===== config.mk =====
export PLATFORM = sky130hd
export DESIGN_NAME = rx_byte_packer
export DESIGN_NICKNAME = d
export VERILOG_FILES = /design/src/rtl/rx_pack_pkg.sv /design/src/rtl/rx_pack_ctrl.sv /design/src/rtl/rx_pack_lanes.sv /design/src/rtl/rx_pack_fmt.sv /design/src/rtl/rx_byte_packer.sv
export SDC_FILE = /design/constraint.sdc
export NUM_CORES = 1
export LEC_CHECK = 0
export BUFFER_PORTS_ARGS = -buffer_cell sky130_fd_sc_hd__buf_2
export CORE_ASPECT_RATIO = 0.7
export CORE_UTILIZATION = 35
export CTS_CLUSTER_DIAMETER = 120
export DETAILED_ROUTE_END_ITERATION = 7
export HOLD_SLACK_MARGIN = 0.03
export PLACE_DENSITY = 0.76
export SYNTH_ARGS = -nofsm -noshare
export SYNTH_HDL_FRONTEND = slang
export SYNTH_SLANG_ARGS = --single-unit

===== constraint.sdc =====
create_clock -name clk -period 1.6 [get_ports clk]
set_input_delay 0.32 -clock clk [delete_from_list [all_inputs] [get_ports clk]]
set_output_delay 0.32 -clock clk [all_outputs]
set_load 0.02 [all_outputs]

===== src/rtl/rx_pack_pkg.sv =====
package rx_pack_pkg;

    typedef enum logic [0:0] {
        ST_FILL = 1'b0,
        ST_POST = 1'b1
    } pack_state_e;

endpackage


===== src/rtl/rx_pack_ctrl.sv =====
module rx_pack_ctrl
    import rx_pack_pkg::*;
#(
    parameter int LANES = 4,
    localparam int CNT_W = $clog2(LANES)
) (
    input  logic             clk,
    input  logic             rst_n,
    input  logic             fifo_clr,
    input  logic             dir_send,
    input  logic             hw_mode,
    input  logic             halt,
    input  logic             in_valid,
    input  logic             out_ready,
    output logic             in_ready,
    output logic             take,
    output logic [CNT_W-1:0] lane_sel,
    output logic             out_valid,
    output logic             post_fire,
    output logic [CNT_W-1:0] fill_cnt
);

    localparam logic [CNT_W-1:0] LAST_FULL = CNT_W'(LANES - 1);
    localparam logic [CNT_W-1:0] LAST_HALF = CNT_W'(1);
    localparam logic [CNT_W-1:0] HALF_BASE = CNT_W'(LANES / 2);

    pack_state_e      state_q, state_d;
    logic [CNT_W-1:0] cnt_q, cnt_d;
    logic             last_byte;

    // state register
    always_ff @(posedge clk or negedge rst_n) begin
        if (!rst_n) begin
            state_q <= ST_FILL;
            cnt_q   <= '0;
        end else begin
            state_q <= state_d;
            cnt_q   <= cnt_d;
        end
    end

    // outputs and next state
    always_comb begin
        in_ready  = 1'b0;
        out_valid = 1'b0;
        state_d   = state_q;
        cnt_d     = cnt_q;
        last_byte = hw_mode ? (cnt_q == LAST_HALF) : (cnt_q == LAST_FULL);
        lane_sel  = hw_mode ? (HALF_BASE + cnt_q) : cnt_q;
        unique case (state_q)
            ST_FILL: begin
                in_ready = !dir_send && !halt && !fifo_clr;
                if (in_valid && in_ready) begin
                    if (last_byte) begin
                        cnt_d   = '0;
                        state_d = ST_POST;
                    end else begin
                        cnt_d = cnt_q + CNT_W'(1);
                    end
                end
            end
            ST_POST: begin
                out_valid = 1'b1;
                if (out_ready) state_d = ST_FILL;
            end
            default: state_d = ST_FILL;
        endcase
        if (fifo_clr) begin
            state_d = ST_FILL;
            cnt_d   = '0;
        end
        take      = in_valid && in_ready;
        post_fire = out_valid && out_ready && !fifo_clr;
        fill_cnt  = cnt_q;
    end

endmodule


===== src/rtl/rx_pack_lanes.sv =====
module rx_pack_lanes #(
    parameter int BYTE_W = 8,
    parameter int LANES  = 4,
    localparam int CNT_W  = $clog2(LANES),
    localparam int WORD_W = BYTE_W * LANES
) (
    input  logic              clk,
    input  logic              rst_n,
    input  logic              clear,
    input  logic              take,
    input  logic [CNT_W-1:0]  lane_sel,
    input  logic [BYTE_W-1:0] din,
    output logic [WORD_W-1:0] lanes_flat
);

    // lane 0 holds the first byte and maps to the most significant bits
    for (genvar g = 0; g < LANES; g++) begin : g_lane
        logic [BYTE_W-1:0] lane_q;
        always_ff @(posedge clk or negedge rst_n) begin
            if (!rst_n) begin
                lane_q <= '0;
            end else if (clear) begin
                lane_q <= '0;
            end else if (take && (lane_sel == CNT_W'(g))) begin
                lane_q <= din;
            end
        end
        assign lanes_flat[WORD_W-1-g*BYTE_W -: BYTE_W] = lane_q;
    end

endmodule


===== src/rtl/rx_pack_fmt.sv =====
module rx_pack_fmt #(
    parameter int BYTE_W = 8,
    parameter int LANES  = 4,
    localparam int CNT_W  = $clog2(LANES),
    localparam int WORD_W = BYTE_W * LANES,
    localparam int HALF_W = WORD_W / 2
) (
    input  logic              hw_mode,
    input  logic              dir_send,
    input  logic [CNT_W-1:0]  fill_cnt,
    input  logic [WORD_W-1:0] lanes_flat,
    output logic [WORD_W-1:0] out_data,
    output logic [LANES-1:0]  out_be,
    output logic [HALF_W-1:0] pack_hi,
    output logic [HALF_W-1:0] pack_lo,
    output logic [CNT_W-1:0]  lob
);

    localparam logic [LANES-1:0] BE_FULL = '1;
    localparam logic [LANES-1:0] BE_HALF = {{(LANES/2){1'b0}}, {(LANES/2){1'b1}}};

    always_comb begin
        pack_hi  = lanes_flat[WORD_W-1:HALF_W];
        pack_lo  = lanes_flat[HALF_W-1:0];
        out_data = hw_mode ? {{HALF_W{1'b0}}, lanes_flat[HALF_W-1:0]} : lanes_flat;
        out_be   = hw_mode ? BE_HALF : BE_FULL;
        lob      = dir_send ? '0 : fill_cnt;
    end

endmodule


===== src/rtl/rx_byte_packer.sv =====
module rx_byte_packer #(
    parameter int BYTE_W = 8,
    parameter int LANES  = 4,
    localparam int CNT_W  = $clog2(LANES),
    localparam int WORD_W = BYTE_W * LANES,
    localparam int HALF_W = WORD_W / 2
) (
    input  logic              clk,
    input  logic              rst_n,
    input  logic              fifo_clr,
    input  logic              dir_send,
    input  logic              hw_mode,
    input  logic              halt,
    input  logic              in_valid,
    output logic              in_ready,
    input  logic [BYTE_W-1:0] in_data,
    output logic              out_valid,
    input  logic              out_ready,
    output logic [WORD_W-1:0] out_data,
    output logic [LANES-1:0]  out_be,
    output logic [HALF_W-1:0] pack_hi,
    output logic [HALF_W-1:0] pack_lo,
    output logic [CNT_W-1:0]  lob
);

    logic             take;
    logic             post_fire;
    logic [CNT_W-1:0] lane_sel;
    logic [CNT_W-1:0] fill_cnt;
    logic [WORD_W-1:0] lanes_flat;

    rx_pack_ctrl #(.LANES(LANES)) u_ctrl (
        .clk       (clk),
        .rst_n     (rst_n),
        .fifo_clr  (fifo_clr),
        .dir_send  (dir_send),
        .hw_mode   (hw_mode),
        .halt      (halt),
        .in_valid  (in_valid),
        .out_ready (out_ready),
        .in_ready  (in_ready),
        .take      (take),
        .lane_sel  (lane_sel),
        .out_valid (out_valid),
        .post_fire (post_fire),
        .fill_cnt  (fill_cnt)
    );

    rx_pack_lanes #(.BYTE_W(BYTE_W), .LANES(LANES)) u_lanes (
        .clk        (clk),
        .rst_n      (rst_n),
        .clear      (fifo_clr || post_fire),
        .take       (take),
        .lane_sel   (lane_sel),
        .din        (in_data),
        .lanes_flat (lanes_flat)
    );

    rx_pack_fmt #(.BYTE_W(BYTE_W), .LANES(LANES)) u_fmt (
        .hw_mode    (hw_mode),
        .dir_send   (dir_send),
        .fill_cnt   (fill_cnt),
        .lanes_flat (lanes_flat),
        .out_data   (out_data),
        .out_be     (out_be),
        .pack_hi    (pack_hi),
        .pack_lo    (pack_lo),
        .lob        (lob)
    );

endmodule


==> impl_metrics.ini <==
[place]
port_buffers = 85
hpwl_um = 3271
routabilityCongestion = 0.8916

[clock_network]
clk_path_buf_depth = 2
cts_sinks = 35
cts-root-buf = clkbuf_8
htree_levels = 2
cts_made_buffers = 5
clock_latency_ns = 0.29
cts_tree = yes
cts.reportedPaths.clkPinSlew_ns = 0.08

[yosys]
async_flop_share_pct = 100.0
syn_inst = 174
avgSynthCellArea_um2 = 10.23
synth_area_um2 = 1780
ys_top_cells_by_count = 37 x nand2_1, 35 x dfrtp_1, 32 x mux2i_1
yosys.area.top_type_share_pct = 49.19
ys_ff_latch = 35
synth_edf_count = 0
synth_warnings = 0
yosys.area.top_type = dfrtp_1
yosysSeqAreaShare_pct = 49.19
ys_types = 24
ys_top_cells_by_area = dfrtp_1 49%, mux2i_1 18%, buf_4 8.4%
synth-main-ff-cell = dfrtp_1
yosysMostFrequentCell = nand2_1

[layout]
diodes = 0
fin_nets = 273
fillers = 484
syn2layout_area_growth_pct = 34.50
drive_gt1_share_pct = 44.19

[grt]
grtUsageTotal_pct = 17.20
antenna_found_initial = 0
grt_pass1_wl_um = 6693
grt_pass1_vias = 1316
grt_max_degree = 37
grt_overflow_total = 0

[worst_setup_path]
cpMaxStageDelayCell = dfrtp_2
start_kind = flop
cp.arrival_ns = 1.23
critPathTopFamily = flip-flops
crit_buf_inv = 2
cp.required_ns = 1.28
cp_cell_sequence = buf_6 -> nor4_4 -> buf_4
critPathKind = flop to output pin
critPathMaxFanout = 5
end_kind = output pin
max_stage_delay_ns = 0.44

[drt]
drt-initial-drc-count = 53
ant_nets = 0
vias = 1472
avgRoutedWirePerCell_um = 13.56
firstDrtPassIters = 4
vias_per_cell = 4.502
drc = 0
routed_wl_um = 4435

[floorplanning]
die_h_um = 61.68
ios = 88
start_util_pct = 36.83
rows = 21
die_w_um = 87.25
core_um2 = 4835
fp.dieArea_um2 = 5381

[sta]
holdWs_ns = 0.3087
rsz0062_at_grt = yes
final_min_period_over_clock_period_pct = 96.78
drv_slew = 0
fin_skew_ns = 0.01166
fmax_mhz = 645.8
hold_violations = 0
setup_violations = 0
fin_crit_ns = 1.549
setup_tns_ns = 0

[power_and_ir_drop]
vdd_drop_max_mv = 0.2817
power_mw = 1.801
powerDensity_nw_per_um2 = 752.0
cellLeakagePower_nw = 1.463

[outcome]
outcome = complete, no violations

[flow_run]
drv_cap = 0

[min_path]
hold_class = input pin to flop
## flip-flops by register name, indices dropped and copies added (netlist names)
signal                 cells
u_ctrl.fill_cnt            2
u_lanes.g_lane.lane_q     32
u_ctrl.state_q             1
## layer usage
metal / part of all wire (%) / track usage, % / routed length, um
met5: 0 / 0 / 0
met4: 0.70 / 5.621 / 31
met3: 4.8 / 4.021 / 211
met2: 45 / 28.13 / 2007
met1: 49 / 22.95 / 2185
## cells in the final DEF, fill, tap and decap left out, drive strengths merged
| master | instances |
|---|---|
| buf | 99 |
| nor4b | 1 |
| nand2 | 37 |
| o21ai | 1 |
| and2 | 1 |
| xor2 | 1 |
| mux2i | 32 |
| nor4 | 1 |
| clkbuf | 7 |
| a21oi | 3 |
| nor2b | 18 |
| and3 | 1 |
| or4 | 1 |
| a31oi | 1 |
| or4b | 1 |
| clkinvlp | 1 |
| dfrtp | 35 |
| inv | 7 |
| dlygate4sd3 | 1 |
| nor3 | 1 |
| nand3 | 3 |
| conb | 2 |
| xnor2 | 1 |
| nor2 | 2 |
## metrics by stage
step	utilization, %	area (um2)	cells	setup slack, ns
finish	49.53	2395	327	0.05148
global route	49.53	2395	327	-0.02487
CTS	49.22	2380	326	0.01349
detailed placement	46.74	2260	317	-0.08200
global placement	46.74	2260	317	-0.009916
floorplan	-	1804	175	0.02755
## layout make-up
cell class,instances,area [um2],share of cell area (%)
Timing Repair Buffer,100,559.3,23.35
Multi-Input combinational cell,108,742.0,30.98
Inverter,7,26.28,1.097
Tap cell,69,86.33,3.605
Clock inverter,1,7.507,0.3135
Clock buffer,7,96.34,4.023
Sequential cell,35,877.1,36.62
## power breakdown
group / leakage, nW / internal, mW / total [mW] / switching [mW]
combinational: 0.927 / 0.0672 / 0.193 / 0.125
sequential: 0.486 / 0.894 / 0.902 / 0.00806
clock: 0.0505 / 0.392 / 0.706 / 0.315
## logic make-up after synthesis
logic type / count (synthesis) / share of synthesized area (%)
AO/OA/AOI/OAI: 5 / 1.475
XOR/XNOR: 2 / 0.9840
buffers and inverters: 32 / 11.03
flip-flops: 35 / 49.19
multiplexers: 32 / 17.99
other: 1 / 0.2106
AND/OR/NAND/NOR: 67 / 19.11
## path summary, 6_finish.rpt
path                       cells after the start                     endpoint                   startpoint  slack (ns)
min in group asynchronous                      2  u_lanes.g_lane[3].lane_q[1]                        rst_n        0.48
hold / removal                                 2           u_ctrl.fill_cnt[1]                     fifo_clr        0.31
setup reg to reg                               3           u_ctrl.fill_cnt[1]               u_ctrl.state_q        0.06
max in group asynchronous                      3  u_lanes.g_lane[1].lane_q[6]                        rst_n        0.62
setup / recovery                               3                     in_ready               u_ctrl.state_q        0.05
hold reg to reg                                2  u_lanes.g_lane[1].lane_q[7]  u_lanes.g_lane[1].lane_q[7]        0.55
## repair_timing
action / 4_1_cts / 5_1_grt
hold endpoints to repair: 13 / 0
endpoints found under the setup margin: 1 / 10
hold buffers: 1 / 0
resized for setup: 2 / 1
setup buffers: 0 / 1
Note: power is estimated with default switching activity, not from simulation.
